## src/rtl/cm_loop_comp.sv

```systemverilog
module cm_loop_comp #(
  parameter int ERR_W  = 4,
  parameter int CUR_W  = 4,
  parameter int DUTY_W = 8,
  parameter int ACC_W  = 8,
  parameter int SUM_W  = 12,
  parameter int KP     = 4,
  parameter int KI     = 1,
  parameter int KD     = 2,
  parameter int CUR_K  = 8,
  parameter int BIAS   = 128
) (
  input  logic              clk,
  input  logic              rst_n,
  input  logic              sample_i,
  input  logic [ERR_W-1:0]  err_i,
  input  logic [CUR_W-1:0]  cur_i,
  input  logic [DUTY_W-1:0] duty_min_i,
  input  logic [DUTY_W-1:0] duty_max_i,
  output logic [DUTY_W-1:0] duty_o,
  output logic              valid_o
);
  localparam int NE = 1 << ERR_W;
  localparam int ND = 1 << (ERR_W + 1);
  localparam int NC = 1 << CUR_W;
  localparam int ACC_MAX = (1 << (ACC_W - 1)) - 1;
  localparam int ACC_MIN = -(1 << (ACC_W - 1));

  logic signed [SUM_W-1:0] p_tab [NE];
  logic signed [SUM_W-1:0] i_tab [NE];
  logic signed [SUM_W-1:0] d_tab [ND];
  logic signed [SUM_W-1:0] c_tab [NC];

  for (genvar k = 0; k < NE; k++) begin : g_err_tab
    localparam int SV = (k >= NE / 2) ? k - NE : k;
    assign p_tab[k] = SUM_W'(KP * SV);
    assign i_tab[k] = SUM_W'(KI * SV);
  end
  for (genvar k = 0; k < ND; k++) begin : g_diff_tab
    localparam int SV = (k >= ND / 2) ? k - ND : k;
    assign d_tab[k] = SUM_W'(KD * SV);
  end
  for (genvar k = 0; k < NC; k++) begin : g_cur_tab
    assign c_tab[k] = SUM_W'(CUR_K * k);
  end

  logic [ERR_W-1:0] e_prev;
  logic [ERR_W:0]   e_diff;
  assign e_diff = {err_i[ERR_W-1], err_i} - {e_prev[ERR_W-1], e_prev};

  logic s1;
  logic signed [SUM_W-1:0] p_q, i_q, d_q, c_q;

  always_ff @(posedge clk) begin
    if (!rst_n) begin
      s1 <= 1'b0;
      e_prev <= '0;
      p_q <= '0; i_q <= '0; d_q <= '0; c_q <= '0;
    end else begin
      s1 <= sample_i;
      if (sample_i) begin
        e_prev <= err_i;
        p_q <= p_tab[err_i];
        i_q <= i_tab[err_i];
        d_q <= d_tab[e_diff];
        c_q <= c_tab[cur_i];
      end
    end
  end

  logic signed [SUM_W-1:0] acc, acc_sum, acc_nxt, raw, mn, mx;
  logic hi_q, lo_q, hold, raw_lo, raw_hi;

  assign acc_sum = acc + i_q;
  assign hold = (hi_q && i_q > 0) || (lo_q && i_q < 0);
  always_comb begin
    if (hold) acc_nxt = acc;
    else if (acc_sum > SUM_W'(ACC_MAX)) acc_nxt = SUM_W'(ACC_MAX);
    else if (acc_sum < SUM_W'(ACC_MIN)) acc_nxt = SUM_W'(ACC_MIN);
    else acc_nxt = acc_sum;
  end

  assign raw = SUM_W'(BIAS) + p_q + acc_nxt + d_q - c_q;
  assign mn = $signed({{(SUM_W-DUTY_W){1'b0}}, duty_min_i});
  assign mx = $signed({{(SUM_W-DUTY_W){1'b0}}, duty_max_i});
  assign raw_lo = raw < mn;
  assign raw_hi = !raw_lo && (raw > mx);

  always_ff @(posedge clk) begin
    if (!rst_n) begin
      acc <= '0;
      hi_q <= 1'b0;
      lo_q <= 1'b0;
      valid_o <= 1'b0;
      duty_o <= duty_min_i;
    end else begin
      valid_o <= s1;
      if (s1) begin
        acc <= acc_nxt;
        hi_q <= raw_hi;
        lo_q <= raw_lo;
        duty_o <= raw_lo ? duty_min_i : raw_hi ? duty_max_i : raw[DUTY_W-1:0];
      end
    end
  end

  // result follows the strobe by two edges
  p_latency_r8: assert property (@(posedge clk) disable iff (!rst_n)
    sample_i |=> ##1 valid_o);
  // duty only moves with a valid pulse
  p_duty_hold_r8: assert property (@(posedge clk) disable iff (!rst_n)
    !valid_o |-> $stable(duty_o) || $past(!rst_n));
  // delivered duty respects the window
  p_window_r5: assert property (@(posedge clk) disable iff (!rst_n)
    (valid_o && duty_min_i <= duty_max_i) |-> (duty_o >= duty_min_i && duty_o <= duty_max_i));
  // integrator frozen while pushing into the upper clamp
  p_no_windup_r7: assert property (@(posedge clk) disable iff (!rst_n)
    (s1 && hi_q && i_q > 0) |=> acc == $past(acc));
  // integrator stays inside its signed range
  p_acc_range_r6: assert property (@(posedge clk) disable iff (!rst_n)
    acc <= SUM_W'(ACC_MAX) && acc >= SUM_W'(ACC_MIN));
endmodule

```

## config.mk

```make
export PLATFORM = sky130hd
export DESIGN_NAME = cm_loop_comp
export DESIGN_NICKNAME = d
export VERILOG_FILES = /design/src/rtl/cm_loop_comp.sv
export SDC_FILE = /design/constraint.sdc
export NUM_CORES = 1
export LEC_CHECK = 0
export ABC_AREA = 1
export BUFFER_PORTS_ARGS = -buffer_cell sky130_fd_sc_hd__buf_2
export CORE_MARGIN = 5
export CORE_UTILIZATION = 30
export CTS_CLUSTER_DIAMETER = 50
export CTS_CLUSTER_SIZE = 40
export DETAILED_ROUTE_END_ITERATION = 10
export PLACE_DENSITY_LB_ADDON = 0.2
export SLEW_MARGIN = 0
export SYNTH_ARGS = -nofsm -noshare
export SYNTH_HDL_FRONTEND = slang
export SYNTH_SLANG_ARGS = --single-unit
```

## constraint.sdc

```tcl
create_clock -name clk -period 6.1 [get_ports clk]
set_clock_uncertainty 0.1 [all_clocks]
set_input_delay 1.525 -clock clk [delete_from_list [all_inputs] [get_ports clk]]
set_output_delay 1.525 -clock clk [all_outputs]
set_load 0.005 [all_outputs]
```

After elaboration in Yosys (flattened, before gate mapping)
Memory sizes are Yosys's and may differ from the RTL's. A register that Yosys moved wholly into a read port is not among the register bits. Index checks and enable logic that the tools add are counted.

Flip-flop bits (word level): 28. Bits in read-only memories: 960. Input port bits: 27. Output and inout port bits: 9. Memories kept: 4.

Add/sub/neg operators: 6. Magnitude comparators: 6. Eq/ne operators: 1. Muxes and demuxes: 7. Bitwise operators: 3. Reductions and logical operators: 9.

Memory list: (name not given) (depth 32, width 12, rd ports 1, clocked after memory_dff 1, wr ports 0, line 65) `d_q <= d_tab[e_diff];`; (name not given) (depth 16, width 12, rd ports 1, clocked after memory_dff 1, wr ports 0, line 66) `c_q <= c_tab[cur_i];`; (name not given) (depth 16, width 12, rd ports 1, clocked after memory_dff 1, wr ports 0, line 64) `i_q <= i_tab[err_i];`; (name not given) (depth 16, width 12, rd ports 1, clocked after memory_dff 1, wr ports 0, line 63) `p_q <= p_tab[err_i];`.

Operator list (number): $add A12 B12 Y12 (3); $mux W12 (3); $mux W8 (4); $add A9 B12 Y12 const A (1); $gt A12 B1 Y1 const B (1); $gt A12 B8 Y1 const B (1); $gt A12 B9 Y1 (1); $lt A12 B1 Y1 const B (1); $lt A12 B8 Y1 const B (1); $lt A12 B9 Y1 (1); $sub A12 B12 Y12 (1); $not A4 Y5 (2); $not A5 Y6 (1); $logic_not A1 Y1 (5); $sub A4 B4 Y5 (1); $logic_and A1 B1 Y1 (3); $ne A2 B1 Y1 const B (1); $logic_or A1 B1 Y1 (1).

Depth between registers and ports, before layout
Gate-level depths: netlist of run 1.

Depth in word-level cells: 15. Depth in mapped cells: 42. Gate-level depth less buffers: 42.

Worst setup path after synthesis of run 1
OpenSTA, ideal clock, no wires.

Path kind: register to register. From: reg i_q[10]. To: reg duty_o[1] (data pin). Arrival time: 5563 ps. Required time: 5747 ps. Setup slack: 184 ps. Cell stages (with the launch flop): 37. Path buffers: 0. Cell sequence: dfxtp_1 > ha_1 > nand2_1 > inv_1 > a21oi_2 > nand2_2 > nand2_1 > nand2_1 > nand2_1 > nand2_2 > nor2_1 > nand4_1 > ha_1 > inv_1 > o21ai_0 > a21oi_1 > o22ai_1 > fa_1 > inv_1 > ha_1 > ha_1 > fa_1 > nand3_1 > nand3_1 > xor2_1 > inv_1 > ha_1 > nand2_1 > inv_1 > nand3_1 > o2111ai_1 > o21ai_0 > nand4_1 > nand3_2 > nand2_1 > nand3_1 > nand2_1.

Cells in the longest elaborated chain, start to end: 15. Elaborated cells between the ends (all ways): 22. Classes of those cells: add/sub: 4; order compare: 6; mux: 7; reduce/logical: 5.

Ends and longest elaborated chain: start: declaration (line 52) `logic signed [SUM_W-1:0] p_q, i_q, d_q, c_q;`; $add A12 B12 Y12 (line 74) `assign acc_sum = acc + i_q;`; $lt A12 B8 Y1 (line 79) `else if (acc_sum < SUM_W'(ACC_MIN)) acc_nxt = SUM_W'(ACC_MIN);`; $mux W12 (line 79); $mux W12 (line 78) `else if (acc_sum > SUM_W'(ACC_MAX)) acc_nxt = SUM_W'(ACC_MAX);`; $mux W12 (*) (line 77) `if (hold) acc_nxt = acc;`; $add A12 B12 Y12 (*) (2 in series) (line 83) `assign raw = SUM_W'(BIAS) + p_q + acc_nxt + d_q - c_q;`; $sub A12 B12 Y12 (*) (line 83); $lt A12 B9 Y1 (line 86) `assign raw_lo = raw < mn;`; $logic_not A1 Y1 (line 87) `assign raw_hi = !raw_lo && (raw > mx);`; $logic_and A1 B1 Y1 (line 87); $mux W8 (line 102) `duty_o <= raw_lo ? duty_min_i : raw_hi ? duty_max_i : raw[DUTY_W-1:0];`; $mux W8 (*) (line 102); $mux W8 (*) (line 98) `if (s1) begin`; $mux W8 (*) (line 90) `if (!rst_n) begin`; end signal: assignment (line 95) `duty_o <= duty_min_i;`; end signal: assignment (line 102); end: declaration (line 20) `output logic [DUTY_W-1:0] duty_o,`.

Mark *: on every way between the ends. The rest lies on a longest branch, timed or not. The select of a mux whose other input is x is not followed. A chain may end at the register's enable or synchronous reset.

Worst setup path after layout of run 1
From: reg i_q[10]. To: reg duty_o[6] (data pin).

Same word-level chain as after synthesis.

==> reports/metrics.csv, run 1 <==
metric;value;unit
cts_hold_buf;0;
clk_transition_reported_paths;0.06;ns
dieHeight;122;um
synth.most_common_cell;inv_1;
worst_pin_slew;0.544;ns
grt_max_degree;23;
ant_nets;0;
die_area;0.0148;mm^2
ys_ff_latch;37;
port_buffers;35;
n_antenna_cell;0;
path_class;register to register;
holdCritPathClass;register to register;
period_needed;5.91;ns
coreArea;0.0122;mm^2
num_vias;3554;
grt_use_met3;1.81;%
htreeDepth;2;
hp-start;lo_q;
critPathMaxFanout;5;
instances_no_fill;767;
final_net_count;694;
hold_depth;2;
areaGrowthSynthToFinish;34.7;%
start_util;30.9;%
synth_edf_count;8;
dpl_cell_area;0.00427;mm^2
num_rows;40;
cap_viol_max_count;0;
reg2reg_to;duty_o[6];
synth-main-ff-cell;dfxtp_1;
grt-busiest-layer;met2;
r2r-start;i_q[10];
yosys.cell_types.count;39;
async_flop_share;0;%
clkLatencyLatePin;0.29;ns
grt-ovfl-total;0;
regToRegSetupSlack;0.19;ns
synth_area;0.00375;mm^2
setup_violations;0;
antenna_found_initial;0;
layout-drive-gt1-share;31.2;%
cts_max_path_buffers;2;
dpl.hpwl;8020;um
hold_path_end;lo_q;
grtUsageTotal;13.8;%
gp_congestion;0.872;
max_stage_delay;0.48;ns
syn_nets;620;
arrival;5.86;ns
rsz0062_at_grt;true;
synth_top_cell_by_area;ha_1;
met2_usage;23.2;%
outcome;completed;
critPathRequiredTime;6.04;ns
die_x;122;um
first_iter_violations;142;
relSlewSlack;63.8;%
rr_worst_depth;34;
cts_tree;yes;
syn_avg_cell_area;7.16;um^2
cts_sinks;37;
viasPerCell;4.63;
end_kind;register;
ios;36;
cts_buffers;5;
grt_pass1_vias;3488;
synthTopCellsByArea;ha_1, dfxtp_1, inv_1;
seq_area_frac_synth;21.9;%
met1_usage;18.7;%
firstDrtPassIters;5;
synth_top_area_share;18.0;%
synthTopCellsByCount;inv_1, nand2_1, ha_1, o21ai_0, a21oi_1;
final_util;41.6;%
yosysWarnings;0;
design_area;0.00505;mm^2
grt_pass1_wl;16700;um
dpl.cell_count;742;
fin_crit_sh;96.9;%
drc_errors;0;
cts_root_buf;clkbuf_16;
drt_wl_total;10400;um
max_freq;0.169;GHz
hold_viol;0;
critPathLaunchType;register;
cp_slowest_cell;fa_2;
syn_inst;524;
wire_per_inst;13.6;um
finalMaxSlewViolations;0;
cell families after synthesis:
group                      after synthesis  share of synthesized area (%)
xor gates and xnor gates                11                           2.57
and+or+nand+nor                        196                           24.2
AOI/OAI and AO/OA                       90                           13.1
buffers and inverters                  121                           12.2
adders and majority gates               69                           26.0
DFF                                     37                           21.9
through the flow:
step / setup WS, ns / TNS, ns / hold slack, ns
final: 0.186 / 0 / 0.392
after floorplan: 0.184 / 0 / 0.345
after detailed placement: -0.0834 / -0.611 / 0.383
after CTS: 0.0269 / 0 / 0.387
after global placement: 0.0246 / 0 / 0.359
after global routing: -0.114 / -0.836 / 0.418
final cells by class:
type                       instances  area (um^2)
tap                              168          210
timing repair buffer              71          480
clock buffer                       6          129
multi-input combinational        368         2920
inverter                         115          443
fill                            1258         7110
clock inverter                     2         38.8
sequential                        37          830
state kept, by name (all words and copies together), names as in the netlist:
register / flops
valid_o: 1
s1: 1
i_q: 4
d_q: 5
lo_q: 1
hi_q: 1
c_q: 4
duty_o: 8
acc: 12
repair_timing:
| item | 4_1_cts | 5_1_grt |
|---|---|---|
| setup buffers | 0 | 15 |
| pin swaps | 2 | 49 |
| gates resized for setup | 10 | 105 |
| setup endpoints to repair | 8 | 10 |
| gates cloned | 0 | 2 |
placed cells by master (no fill, tap or decap), types with 5 or more instances in the layout:
cell and n:
o22ai_1 8, buf_4 30, xor2_1 6, clkbuf_16 5
o21ai_2 6, buf_2 35, ha_4 14, dfxtp_1 24
ha_1 37, inv_1 107, nand2_2 28, a21oi_2 5
o21ai_0 29, nor2_2 5, fa_1 12, inv_2 6
nand3_2 12, nand3_1 18, nor2_1 15, a21oi_1 26
nand2_1 91, edfxtp_1 8, nand4_1 10
worst max-delay path by stage:
stage | start | to | slack, ns | cells after the start
3_3_place_gp | i_q[10] | duty_o[0] | 0.02 | 34
4_1_cts | i_q[0] | duty_o[0] | 0.03 | 36
6_report | i_q[10] | duty_o[6] | 0.19 | 34
5_1_grt | i_q[10] | duty_o[6] | -0.11 | 37
3_5_place_dp | i_q[10] | duty_o[1] | -0.08 | 41
2_1_floorplan | i_q[10] | duty_o[1] | 0.18 | 36
critical path, delay by kind of cell, from the launching register on:
family	cells	cell delay, ns
AO/OA/AOI/OAI	4	0.45
XOR/XNOR	1	0.17
adder cells (fa/ha/maj)	8	2.34
buffers and inverters	7	0.71
flip-flops	1	0.39
AND/OR/NAND/NOR	14	1.50
routing by layer:
layer  vias to the layer above  share of wire, %
met4                         0               1.9
met1                      1648                47
met3                        14               2.4
met2                        46                48
met5                         -                 0
li1                       1846                 -
Power of run 1 is left out: the tool's default activity adds up to more than one toggle a clock period on the data nets, which glitch-free logic cannot reach.
==> inputs of run 2 (changes only) <==
--- a/config.mk
+++ b/config.mk
@@ -12,6 +12,7 @@
 export CTS_CLUSTER_DIAMETER = 50
 export CTS_CLUSTER_SIZE = 40
 export DETAILED_ROUTE_END_ITERATION = 10
+export HOLD_SLACK_MARGIN = 0.1
 export PLACE_DENSITY_LB_ADDON = 0.2
 export SLEW_MARGIN = 0
 export SYNTH_ARGS = -nofsm -noshare
==> constraint.sdc (replaced) <==
create_clock -name clk -period 7.5 [get_ports clk]
set_clock_uncertainty 0.1 [all_clocks]
set_input_delay 1.875 -clock clk [delete_from_list [all_inputs] [get_ports clk]]
set_output_delay 1.875 -clock clk [all_outputs]
set_load 0.005 [all_outputs]
==> run 2 against run 1 <==
Via count decreased by 6.2%. Register-to-register slack improved by 0.63 ns. Sequential share of layout area increased by 2.8 points. Global-route usage decreased by 0.90 points. Routed wire length decreased by 11%. Cell count decreased by 5.0%. Largest cell class unchanged.
==> reports/metrics.csv, run 2 (synthesis results as in run 1) <==
metric;value;unit;change
port_buffers;35;;unchanged
cts_tree;yes;;
hold_viol;0;;unchanged
clkLatencyLatePin;0.28;ns;about the same
reg_top3;acc: 12 flops, duty_o: 8 flops, d_q: 5 flops;;
antenna_found_initial;0;;unchanged
ant_nets;0;;unchanged
holdCritPathClass;register to register;;
drc_errors;0;;unchanged
grt_max_degree;23;;unchanged
worst_pin_slew;0.496;ns;-0.0474 ns
p_total;2.04;mW;
cts_root_buf;clkbuf_16;;
fin_crit_sh;89.1;%;-7.9 points
die_x;122;um;unchanged
dpl_cell_area;0.00411;mm^2;-3.7%
largest_reg_flops;12;;unchanged
multi_input_area;0.00247;mm^2;-15%
die_area;0.0148;mm^2;unchanged
cts_buffers;5;;unchanged
end_kind;register;;
outcome;completed;;
htreeDepth;2;;unchanged
cp_slowest_cell;fa_1;;
wire_per_inst;12.7;um;-6.1%
drt_wl_total;9270;um;-11%
p_leak;2.28;nW;
fillers;1296;;+3.0%
num_rows;40;;unchanged
timing.hold.ws;0.392;ns;-0.000719 ns
cts_sinks;37;;unchanged
gp_congestion;0.891;;+2.1%
final_net_count;656;;-5.5%
layout.cells.most_common;inv_1;;
cts_max_path_buffers;2;;unchanged
max_freq;0.150;GHz;-11%
critPathLaunchType;register;;
cpLargestDelayFamily;adder cells;;
viasPerCell;4.57;;-1.4%
start_util;30.9;%;unchanged
period_needed;6.68;ns;+0.765 ns
n_antenna_cell;0;;unchanged
firstDrtPassIters;4;;-1
arrival;6.62;ns;+0.76 ns
dieHeight;122;um;unchanged
layout-drive-gt1-share;11.8;%;-19 points
max_stage_delay;0.56;ns;+0.08 ns
seqCellArea;822;um^2;-0.91%
critPathRequiredTime;7.44;ns;+1.40 ns
p_per_area;477;mW/mm^2;
cap_viol_max_count;0;;unchanged
setup_violations;0;;unchanged
grt_pass1_wl;15600;um;-6.9%
design_area;0.00428;mm^2;-15%
relSlewSlack;66.9;%;+3.2 points
grt-ovfl-total;0;;unchanged
clk_transition_reported_paths;0.06;ns;about the same
ios;36;;unchanged
final_cell_mix;inv_1, nand2_1, ha_1, o21ai_0, buf_2;;
setup_slack;0.821;ns;+0.635 ns
first_iter_violations;173;;+22%
rsz0062_at_grt;false;;
coreArea;0.0122;mm^2;unchanged
grtUsageTotal;12.9;%;-0.90 points
postCtsSetupBuffers;0;;unchanged
critPathMaxFanout;9;;+4
finalMaxSlewViolations;0;;unchanged
finalSetupTns;0;ns;unchanged
top_register;acc;;
num_vias;3332;;-6.2%
irDropWorstVdd;0.000242;V;
dpl.hpwl;7790;um;-2.9%
path_class;register to register;;
crit_buf_inv;6;;-1
post-place-ws;0.684;ns;+0.767 ns
worst_path_most_repeated_cell;nand2_1;;
areaGrowthSynthToFinish;14.1;%;
grt_pass1_vias;3296;;-5.5%
## run 2: cell count changes in the layout (fill, tap and decap cells not counted), moves of 9 or more
cell,change
buf_4,-30
ha_1,+17
ha_4,-14
nand2_1,+21
nand2_2,-19
nand3_1,+9
o21ai_0,+9
## run 2: tightest hold or removal path: stages, from the launching register on
cell and delay, ns:
dfxtp_1 0.31, inv_1 0.04, o21ai_0 0.08
## run 2: metrics by stage
step,cells,util (%)
CTS,729,35.2
detailed placement,721,33.8
floorplan,524,-
finish,729,35.2
global placement,721,33.8
global route,729,35.2
## run 2: worst paths after layout
path	from	endpoint	slack, ns	cells past startpoint
hold / removal	lo_q	lo_q	0.39	2
setup reg to reg	i_q[1]	duty_o[5]	0.82	35
setup / recovery	i_q[1]	duty_o[5]	0.82	35
hold reg to reg	lo_q	lo_q	0.39	2
## run 2: repair_timing
action | CTS | global route
hold buffers | 0 | 0
setup endpoints to repair | 0 | 6
hold endpoints to repair | 0 | 0
gates resized for setup | 0 | 1
## run 2: where the power goes
| group | internal (mW) | switching, mW |
|---|---|---|
| Clock | 0.158 | 0.0873 |
| Combinational | 0.575 | 0.947 |
| Sequential | 0.257 | 0.0191 |
| Total | 0.990 | 1.05 |
## run 2: final cells by class
| class | count | share of cell area (%) |
|---|---|---|
| clock inverters | 2 | 0.906 |
| inverters | 115 | 10.1 |
| multi-input cells | 366 | 57.8 |
| repair buffers | 35 | 4.09 |
| flip-flops and latches | 37 | 19.2 |
| clock buffers | 6 | 3.01 |
| well taps | 168 | 4.91 |
## run 2: routing by layer
layer  global-route usage [%]  part of all wire [%]
met1                     17.6                    50
met2                     21.7                    47
met3                     1.90                   2.8
met4                     2.66                  0.33
met5                        0                     0
No activity file was read; power rests on OpenSTA's default activity.
